<file path="src/rtl/dgt_pkg.sv">
package dgt_pkg;

  localparam int CMP_W   = 16;
  localparam int LANE_W  = 8;
  localparam int LANES   = CMP_W / LANE_W;

  typedef logic [CMP_W-1:0] cmp_t;

  typedef enum logic {
    MODE_DEADTIME = 1'b0,
    MODE_GATE     = 1'b1
  } run_mode_e;

  // Merge write data into the old value lane by lane.
  function automatic cmp_t merge_lanes(cmp_t old_v, cmp_t new_v,
                                       logic [LANES-1:0] lane_en);
    cmp_t res;
    res = old_v;
    for (int i = 0; i < LANES; i++) begin
      if (lane_en[i]) res[i*LANE_W +: LANE_W] = new_v[i*LANE_W +: LANE_W];
    end
    return res;
  endfunction

  // A zero compare value is illegal: substitute the shortest legal one.
  function automatic cmp_t legalize(cmp_t v);
    return (v == '0) ? cmp_t'(1) : v;
  endfunction

endpackage

</file>
<file path="src/rtl/dgt_cmp_reg.sv">
module dgt_cmp_reg
  import dgt_pkg::*;
#(
  parameter int ADDR_W   = 4,
  parameter logic [ADDR_W-1:0] REG_ADDR = 4'h6
) (
  input  logic              clk,
  input  logic              rst_n,
  input  logic              wr_en,
  input  logic [ADDR_W-1:0] wr_addr,
  input  logic [LANES-1:0]  wr_be,
  input  cmp_t              wr_data,
  output cmp_t              cmp_q,
  output logic              zero_err
);

  logic write_hit;
  cmp_t merged;
  logic merged_zero;

  assign write_hit = wr_en && (wr_addr == REG_ADDR);

  // Per-lane merge as separate wires so each lane is visible.
  for (genvar g = 0; g < LANES; g++) begin : g_lane
    logic lane_wr;
    assign lane_wr = write_hit && wr_be[g];
    assign merged[g*LANE_W +: LANE_W] =
      lane_wr ? wr_data[g*LANE_W +: LANE_W] : cmp_q[g*LANE_W +: LANE_W];
  end

  assign merged_zero = (merged == '0);

  always_ff @(posedge clk) begin
    if (!rst_n) begin
      cmp_q    <= cmp_t'(1);
      zero_err <= 1'b0;
    end else if (write_hit) begin
      cmp_q    <= legalize(merged);
      zero_err <= merged_zero;
    end
  end

  AST_CMP_NONZERO: assert property (@(posedge clk) disable iff (!rst_n)
    cmp_q != '0);
  AST_ZERO_FIX: assert property (@(posedge clk) disable iff (!rst_n)
    write_hit && merged_zero |=> cmp_q == cmp_t'(1) && zero_err);
  AST_NO_STRAY_WRITE: assert property (@(posedge clk) disable iff (!rst_n)
    !write_hit |=> $stable(cmp_q));

endmodule

</file>
<file path="src/rtl/dgt_counter.sv">
module dgt_counter #(
  parameter int CNT_W = 16
) (
  input  logic             clk,
  input  logic             rst_n,
  input  logic             load,
  input  logic [CNT_W-1:0] load_val,
  input  logic             step,
  output logic [CNT_W-1:0] cnt_q,
  output logic             at_zero
);

  assign at_zero = (cnt_q == '0);

  always_ff @(posedge clk) begin
    if (!rst_n) begin
      cnt_q <= '0;
    end else if (load) begin
      cnt_q <= load_val;
    end else if (step && !at_zero) begin
      cnt_q <= cnt_q - CNT_W'(1);
    end
  end

  AST_CNT_NO_WRAP: assert property (@(posedge clk) disable iff (!rst_n)
    step && at_zero && !load |=> cnt_q == '0);
  AST_CNT_LOAD: assert property (@(posedge clk) disable iff (!rst_n)
    load |=> cnt_q == $past(load_val));

endmodule

</file>
<file path="src/rtl/dgt_dead_ctl.sv">
module dgt_dead_ctl (
  input  logic clk,
  input  logic rst_n,
  input  logic active,
  input  logic pwm_in,
  input  logic tick,
  input  logic cnt_zero,
  output logic load_req,
  output logic step_req,
  output logic drv_hi,
  output logic drv_lo
);

  logic pwm_q;
  logic pwm_edge;
  logic busy_q;
  logic expire;

  // Previous input level is tracked in every mode, so a mode change
  // never manufactures an edge.
  assign pwm_edge = pwm_in ^ pwm_q;
  assign load_req = active && pwm_edge;
  assign step_req = active && busy_q && tick;
  assign expire   = active && busy_q && tick && cnt_zero && !pwm_edge;

  always_ff @(posedge clk) begin
    if (!rst_n) begin
      pwm_q  <= 1'b0;
      busy_q <= 1'b0;
      drv_hi <= 1'b0;
      drv_lo <= 1'b0;
    end else begin
      pwm_q <= pwm_in;
      if (!active || pwm_edge) begin
        busy_q <= active && pwm_edge;
        drv_hi <= 1'b0;
        drv_lo <= 1'b0;
      end else if (expire) begin
        busy_q <= 1'b0;
        drv_hi <= pwm_q;
        drv_lo <= !pwm_q;
      end
    end
  end

  AST_PAIR_EXCL: assert property (@(posedge clk) disable iff (!rst_n)
    !(drv_hi && drv_lo));
  AST_EDGE_BLANKS: assert property (@(posedge clk) disable iff (!rst_n)
    active && pwm_edge |=> !drv_hi && !drv_lo);
  AST_DRIVE_ON_TICK: assert property (@(posedge clk) disable iff (!rst_n)
    $rose(drv_hi) || $rose(drv_lo) |-> $past(tick));
  AST_IDLE_LOW: assert property (@(posedge clk) disable iff (!rst_n)
    !active |=> !drv_hi && !drv_lo);

endmodule

</file>
<file path="src/rtl/dgt_gate_ctl.sv">
module dgt_gate_ctl (
  input  logic clk,
  input  logic rst_n,
  input  logic active,
  input  logic start,
  input  logic tick,
  input  logic cnt_zero,
  output logic load_req,
  output logic step_req,
  output logic gate_q
);

  logic fire;
  logic expire;

  assign fire     = active && start && !gate_q;
  assign load_req = fire;
  assign step_req = active && gate_q && tick;
  assign expire   = active && gate_q && tick && cnt_zero;

  always_ff @(posedge clk) begin
    if (!rst_n) begin
      gate_q <= 1'b0;
    end else if (!active) begin
      gate_q <= 1'b0;
    end else if (fire) begin
      gate_q <= 1'b1;
    end else if (expire) begin
      gate_q <= 1'b0;
    end
  end

  AST_GATE_FALL_TICK: assert property (@(posedge clk) disable iff (!rst_n)
    $fell(gate_q) |-> $past(tick) || $past(!active));
  AST_GATE_RETRIG_HOLD: assert property (@(posedge clk) disable iff (!rst_n)
    active && gate_q && start && !(tick && cnt_zero) |=> gate_q);
  AST_GATE_IDLE_LOW: assert property (@(posedge clk) disable iff (!rst_n)
    !active |=> !gate_q);

endmodule

</file>
<file path="src/rtl/dgt_timer.sv">
module dgt_timer
  import dgt_pkg::*;
#(
  parameter int ADDR_W   = 4,
  parameter logic [ADDR_W-1:0] REG_ADDR = 4'h6
) (
  input  logic              clk,
  input  logic              rst_n,
  input  logic              wr_en,
  input  logic [ADDR_W-1:0] wr_addr,
  input  logic [LANES-1:0]  wr_be,
  input  logic [CMP_W-1:0]  wr_data,
  output logic [CMP_W-1:0]  rd_data,
  output logic              zero_err,
  input  logic              tick,
  input  logic              start,
  input  logic              mode,
  input  logic              pwm_in,
  output logic              drv_hi,
  output logic              drv_lo,
  output logic              gate_out
);

  run_mode_e mode_e;
  logic      dead_active;
  logic      gate_active;
  cmp_t      cmp_q;
  cmp_t      cnt_q;
  logic      cnt_zero;
  logic      dead_load, dead_step;
  logic      gate_load, gate_step;
  logic      cnt_load, cnt_step;

  assign mode_e      = run_mode_e'(mode);
  assign dead_active = (mode_e == MODE_DEADTIME);
  assign gate_active = (mode_e == MODE_GATE);

  dgt_cmp_reg #(
    .ADDR_W   (ADDR_W),
    .REG_ADDR (REG_ADDR)
  ) u_cmp (
    .clk      (clk),
    .rst_n    (rst_n),
    .wr_en    (wr_en),
    .wr_addr  (wr_addr),
    .wr_be    (wr_be),
    .wr_data  (wr_data),
    .cmp_q    (cmp_q),
    .zero_err (zero_err)
  );

  // One shared down-counter: the two controllers are never active together.
  assign cnt_load = dead_load | gate_load;
  assign cnt_step = dead_step | gate_step;

  dgt_counter #(.CNT_W(CMP_W)) u_cnt (
    .clk      (clk),
    .rst_n    (rst_n),
    .load     (cnt_load),
    .load_val (cmp_q),
    .step     (cnt_step),
    .cnt_q    (cnt_q),
    .at_zero  (cnt_zero)
  );

  dgt_dead_ctl u_dead (
    .clk      (clk),
    .rst_n    (rst_n),
    .active   (dead_active),
    .pwm_in   (pwm_in),
    .tick     (tick),
    .cnt_zero (cnt_zero),
    .load_req (dead_load),
    .step_req (dead_step),
    .drv_hi   (drv_hi),
    .drv_lo   (drv_lo)
  );

  dgt_gate_ctl u_gate (
    .clk      (clk),
    .rst_n    (rst_n),
    .active   (gate_active),
    .start    (start),
    .tick     (tick),
    .cnt_zero (cnt_zero),
    .load_req (gate_load),
    .step_req (gate_step),
    .gate_q   (gate_out)
  );

  assign rd_data = cmp_q;

  AST_MODE_EXCL: assert property (@(posedge clk) disable iff (!rst_n)
    !(gate_out && (drv_hi || drv_lo)));
  AST_ONE_LOADER: assert property (@(posedge clk) disable iff (!rst_n)
    !(dead_load && gate_load));
  AST_CNT_BOUND: assert property (@(posedge clk) disable iff (!rst_n)
    cnt_load |=> cnt_q != '0);

endmodule

</file>
<file path="config.mk">
export PLATFORM = sky130hd
export DESIGN_NAME = dgt_timer
export DESIGN_NICKNAME = d
export VERILOG_FILES = /design/src/rtl/dgt_pkg.sv /design/src/rtl/dgt_cmp_reg.sv /design/src/rtl/dgt_counter.sv /design/src/rtl/dgt_dead_ctl.sv /design/src/rtl/dgt_gate_ctl.sv /design/src/rtl/dgt_timer.sv
export SDC_FILE = /design/constraint.sdc
export NUM_CORES = 1
export LEC_CHECK = 0
export ABC_AREA = 1
export BUFFER_PORTS_ARGS = -buffer_cell sky130_fd_sc_hd__buf_4
export CORE_MARGIN = 2
export CORE_UTILIZATION = 30
export CTS_CLUSTER_SIZE = 25
export DETAILED_ROUTE_END_ITERATION = 8
export PLACE_DENSITY_LB_ADDON = 0.3
export SETUP_SLACK_MARGIN = 0.1
export SLEW_MARGIN = 0
export SYNTH_ARGS = -nofsm -noshare
export SYNTH_HDL_FRONTEND = slang
export SYNTH_SLANG_ARGS = --single-unit
export TNS_END_PERCENT = 20
</file>
<file path="constraint.sdc">
create_clock -name clk -period 1.72 [get_ports clk]
set_clock_uncertainty 0.15 [all_clocks]
set_input_delay 0.43 -clock clk [delete_from_list [all_inputs] [get_ports clk]]
set_output_delay 0.43 -clock clk [all_outputs]
set_load 0.05 [all_outputs]
</file>
==> results.sh <==
export IMPL_synth_net_count=329
export IMPL_yosysTopAreaCellShare_pct=37.6
export IMPL_synth_top_area_cell="dfxtp_1"
export IMPL_power_frac_clock_pct=37.7
export IMPL_fp_dieArea_sq_um=7430
export IMPL_initial_core_util_pct=31.5
export IMPL_hold_buffers=0
export IMPL_regToRegSetupSlack_ns=0.09
export IMPL_coreArea_sq_um=6420
export IMPL_synth_common_cells="95 x nand2_1, 38 x dfxtp_1, 29 x nor2_1"
export IMPL_clk_pin_slew_ns=0.08
export IMPL_r2r_end="u_cnt.cnt_q[15]$_SDFFE_PN0P_"
export IMPL_pin_count=49
export IMPL_ys_types=31
export IMPL_top_layer_used="met4"
export IMPL_overflow=0
export IMPL_synth_edf_count=0
export IMPL_ir_drop_mv=0.433
export IMPL_p_int_mw=1.83
export IMPL_power_frac_comb_pct=25.6
export IMPL_h_tree_depth=2
export IMPL_rsz0062_at_grt="yes"
export IMPL_power_frac_seq_pct=36.7
export IMPL_synthFlopType="dfxtp_1"
export IMPL_vias=2283
export IMPL_hp_class="in -> reg"
export IMPL_grt_pass1_wl_mm=9.38
export IMPL_first_global_vias=2101
export IMPL_min_delay_start="pwm_in"
export IMPL_hold_viol_final=0
export IMPL_cts_tree="done"
export IMPL_place_congestion=0.869
export IMPL_syn_to_final_growth_pct=59.2
export IMPL_p_switching_mw=0.691
export IMPL_synth_most_common_cell="nand2_1"
export IMPL_dp_hpwl_mm=4.33
export IMPL_wl_met3_um=268
export IMPL_whs_endpoint="u_dead.pwm_q$_SDFF_PN0_"
export IMPL_syn_area_per_cell_sq_um=6.80
export IMPL_fmax_ghz=0.615
export IMPL_multiInputGateArea_sq_um=1360
export IMPL_setup_tns_ns=0
export IMPL_p_per_area_nw_per_um2=782
export IMPL_layout_drive_gt1_share_pct=43.7
export IMPL_final_max_slew_violation_count=0
export IMPL_arrival_ns=1.72
export IMPL_synth_cells=298
export IMPL_clockBufferDepth=2
export IMPL_async_reset_ff_share_pct=0
export IMPL_grt_antenna_before_repair=0
export IMPL_port_buffers=48
export IMPL_cp_required_ns=1.81
export IMPL_status="complete, no violations"
export IMPL_min_period_over_period_pct=94.6
export IMPL_ys_warn_count=0
export IMPL_antenna_cells=0
export IMPL_fin_nets=426
export IMPL_relSlewSlack_pct=81.0
export IMPL_sw_frac_of_total_pct=27.4
export IMPL_wl_met2_mm=3.07
export IMPL_die_w_um=86.2
export IMPL_clk_latency_ns=0.29
export IMPL_cts_sinks=38
export IMPL_critPathMaxFanout=4
export IMPL_wl_per_cell_um=12.8
export IMPL_post_route_util_pct=50.2
export IMPL_crit_path_end_kind="register"
export IMPL_drc=0
export IMPL_grt_usage_pct=15.7
export IMPL_dr_first_iter_drc_count=86
export IMPL_ant_nets=0
export IMPL_r2r_cells=10
export IMPL_crit_type="reg -> reg"
export IMPL_ys_ff_latch=38
export IMPL_yosysSeqAreaShare_pct=37.6
export IMPL_tightestPinTransition_ns=0.285
export IMPL_final_area_sq_um=3230
export IMPL_cts_inserted_buffers=5
export IMPL_setup_viol=0
export IMPL_met1_length_mm=2.54
export IMPL_grt_max_degree=17
export IMPL_worstReg2RegStart="u_cnt.cnt_q[4]$_SDFFE_PN0P_"
export IMPL_synth_area_leaders="dfxtp_1 38%, nand2_1 18%, nand3_1 6.2%"
export IMPL_viasPerCell=4.83
export IMPL_fill_cells=580
export IMPL_regArea_sq_um=773
export IMPL_cts_root_buffer="clkbuf_8"
export IMPL_syn_cell_area_sq_um=2030
export IMPL_start_kind="register"
export IMPL_place_area_sq_um=2790
export IMPL_rows=29
export IMPL_hold_depth=3
export IMPL_p_leak_nw=1.54
export IMPL_finalCriticalPeriod_ns=1.63
export IMPL_dr_pass1_iters=4
export IMPL_dieHeight_um=86.2
export IMPL_drv_cap=0
export IMPL_drt_total_wl_mm=6.05
power groups by stage:
| stage | clock, mW | combinational [mW] | sequential [mW] |
|---|---|---|---|
| final | 0.952 | 0.645 | 0.926 |
| after global routing | 0.996 | 0.709 | 0.930 |
| after CTS | 0.972 | 0.526 | 0.921 |
| after detailed placement | 0 | 0.497 | 0.941 |
| after global placement | 0 | 0.496 | 0.941 |
| after floorplan | 0 | 0.284 | 0.951 |
final cells by class:
type | instances | area share [%]
tap | 77 | 2.99
timing repair buffer | 98 | 23.7
inverter | 23 | 2.91
multi-input combinational | 229 | 42.0
clock buffer | 6 | 2.56
clock inverter | 2 | 1.86
sequential | 38 | 24.0
what timing repair did:
item                       CTS  global route
buffers inserted             0             3
gates resized for setup     14            65
hold endpoints to repair     0             0
cloned                       0             1
setup endpoints to repair   18            22
pin swaps                    2            29
sequential cells by signal, indices dropped and copies added, names as in the netlist:
name / flops
u_cmp.cmp_q: 16
u_cmp.zero_err: 1
u_cnt.cnt_q: 16
u_dead.busy_q: 1
u_dead.drv_hi: 1
u_dead.drv_lo: 1
u_dead.pwm_q: 1
u_gate.gate_q: 1
worst max path at each step:
stage                           startpoint                            to  depth (start not counted)
2_1_floorplan                   wr_addr[3]   u_cmp.zero_err$_SDFFE_PN0N_                         11
5_1_grt        u_cnt.cnt_q[2]$_SDFFE_PN0P_  u_cnt.cnt_q[10]$_SDFFE_PN0P_                          7
3_3_place_gp                    wr_addr[3]   u_cmp.zero_err$_SDFFE_PN0N_                         12
3_5_place_dp                    wr_addr[3]   u_cmp.zero_err$_SDFFE_PN0N_                         12
6_report       u_cnt.cnt_q[4]$_SDFFE_PN0P_  u_cnt.cnt_q[15]$_SDFFE_PN0P_                         10
4_1_cts        u_cnt.cnt_q[6]$_SDFFE_PN0P_  u_cnt.cnt_q[15]$_SDFFE_PN0P_                         10
metrics by stage:
stage / total power [mW] / worst slack, ns / hold WS (ns) / instances
floorplan: 1.23 / 0.0743 / 0.302 / 298
global route: 2.64 / -0.0230 / 0.215 / 473
detailed placement: 1.44 / -0.210 / 0.314 / 461
CTS: 2.42 / 0.0561 / 0.171 / 469
finish: 2.52 / 0.0928 / 0.176 / 473
global placement: 1.44 / -0.152 / 0.316 / 461
cell families after synthesis:
group / Yosys count / share of synthesized area (%)
buffers and inverters: 32 / 6.49
AO/OA/AOI/OAI: 40 / 10.7
adder cells (fa/ha/maj): 2 / 1.24
AND/OR/NAND/NOR: 172 / 37.9
flip-flops: 38 / 37.6
XOR/XNOR: 14 / 6.05
layout by cell type (no fill, tap or decap), drive strengths merged:
master  instances
nand2         101
buf            98
dfxtp          38
nor2           34
nand3          25
inv            22
a21oi          20
xor2            9
o21ai           9
a31oi           8
clkbuf          6
nor3            6
xnor2           5
or2             2
ha              2
bufinv          2
and3            2
o21a            1
nand3b          1
nand4           1
clkinv          1
a211oi          1
nor4            1
a21boi          1
metal layers:
metal  track usage [%]  vias to the layer above
met5                 0                        -
met4              7.10                        0
met3              3.62                       15
met2              26.6                       69
met1              19.1                     1041
li1                  -                     1158
worst max-delay path, stage by stage, from the launching register on:
cell and delay (ns):
dfxtp_2 0.35, nor2_2 0.18, nand2_2 0.10, nor2_4 0.10, nand4_4 0.11, nand2_4 0.12
nand2_4 0.07, buf_4 0.14, o21ai_1 0.11, a21oi_1 0.05, nor2_1 0.07
No activity file was read; power rests on OpenSTA's default activity.
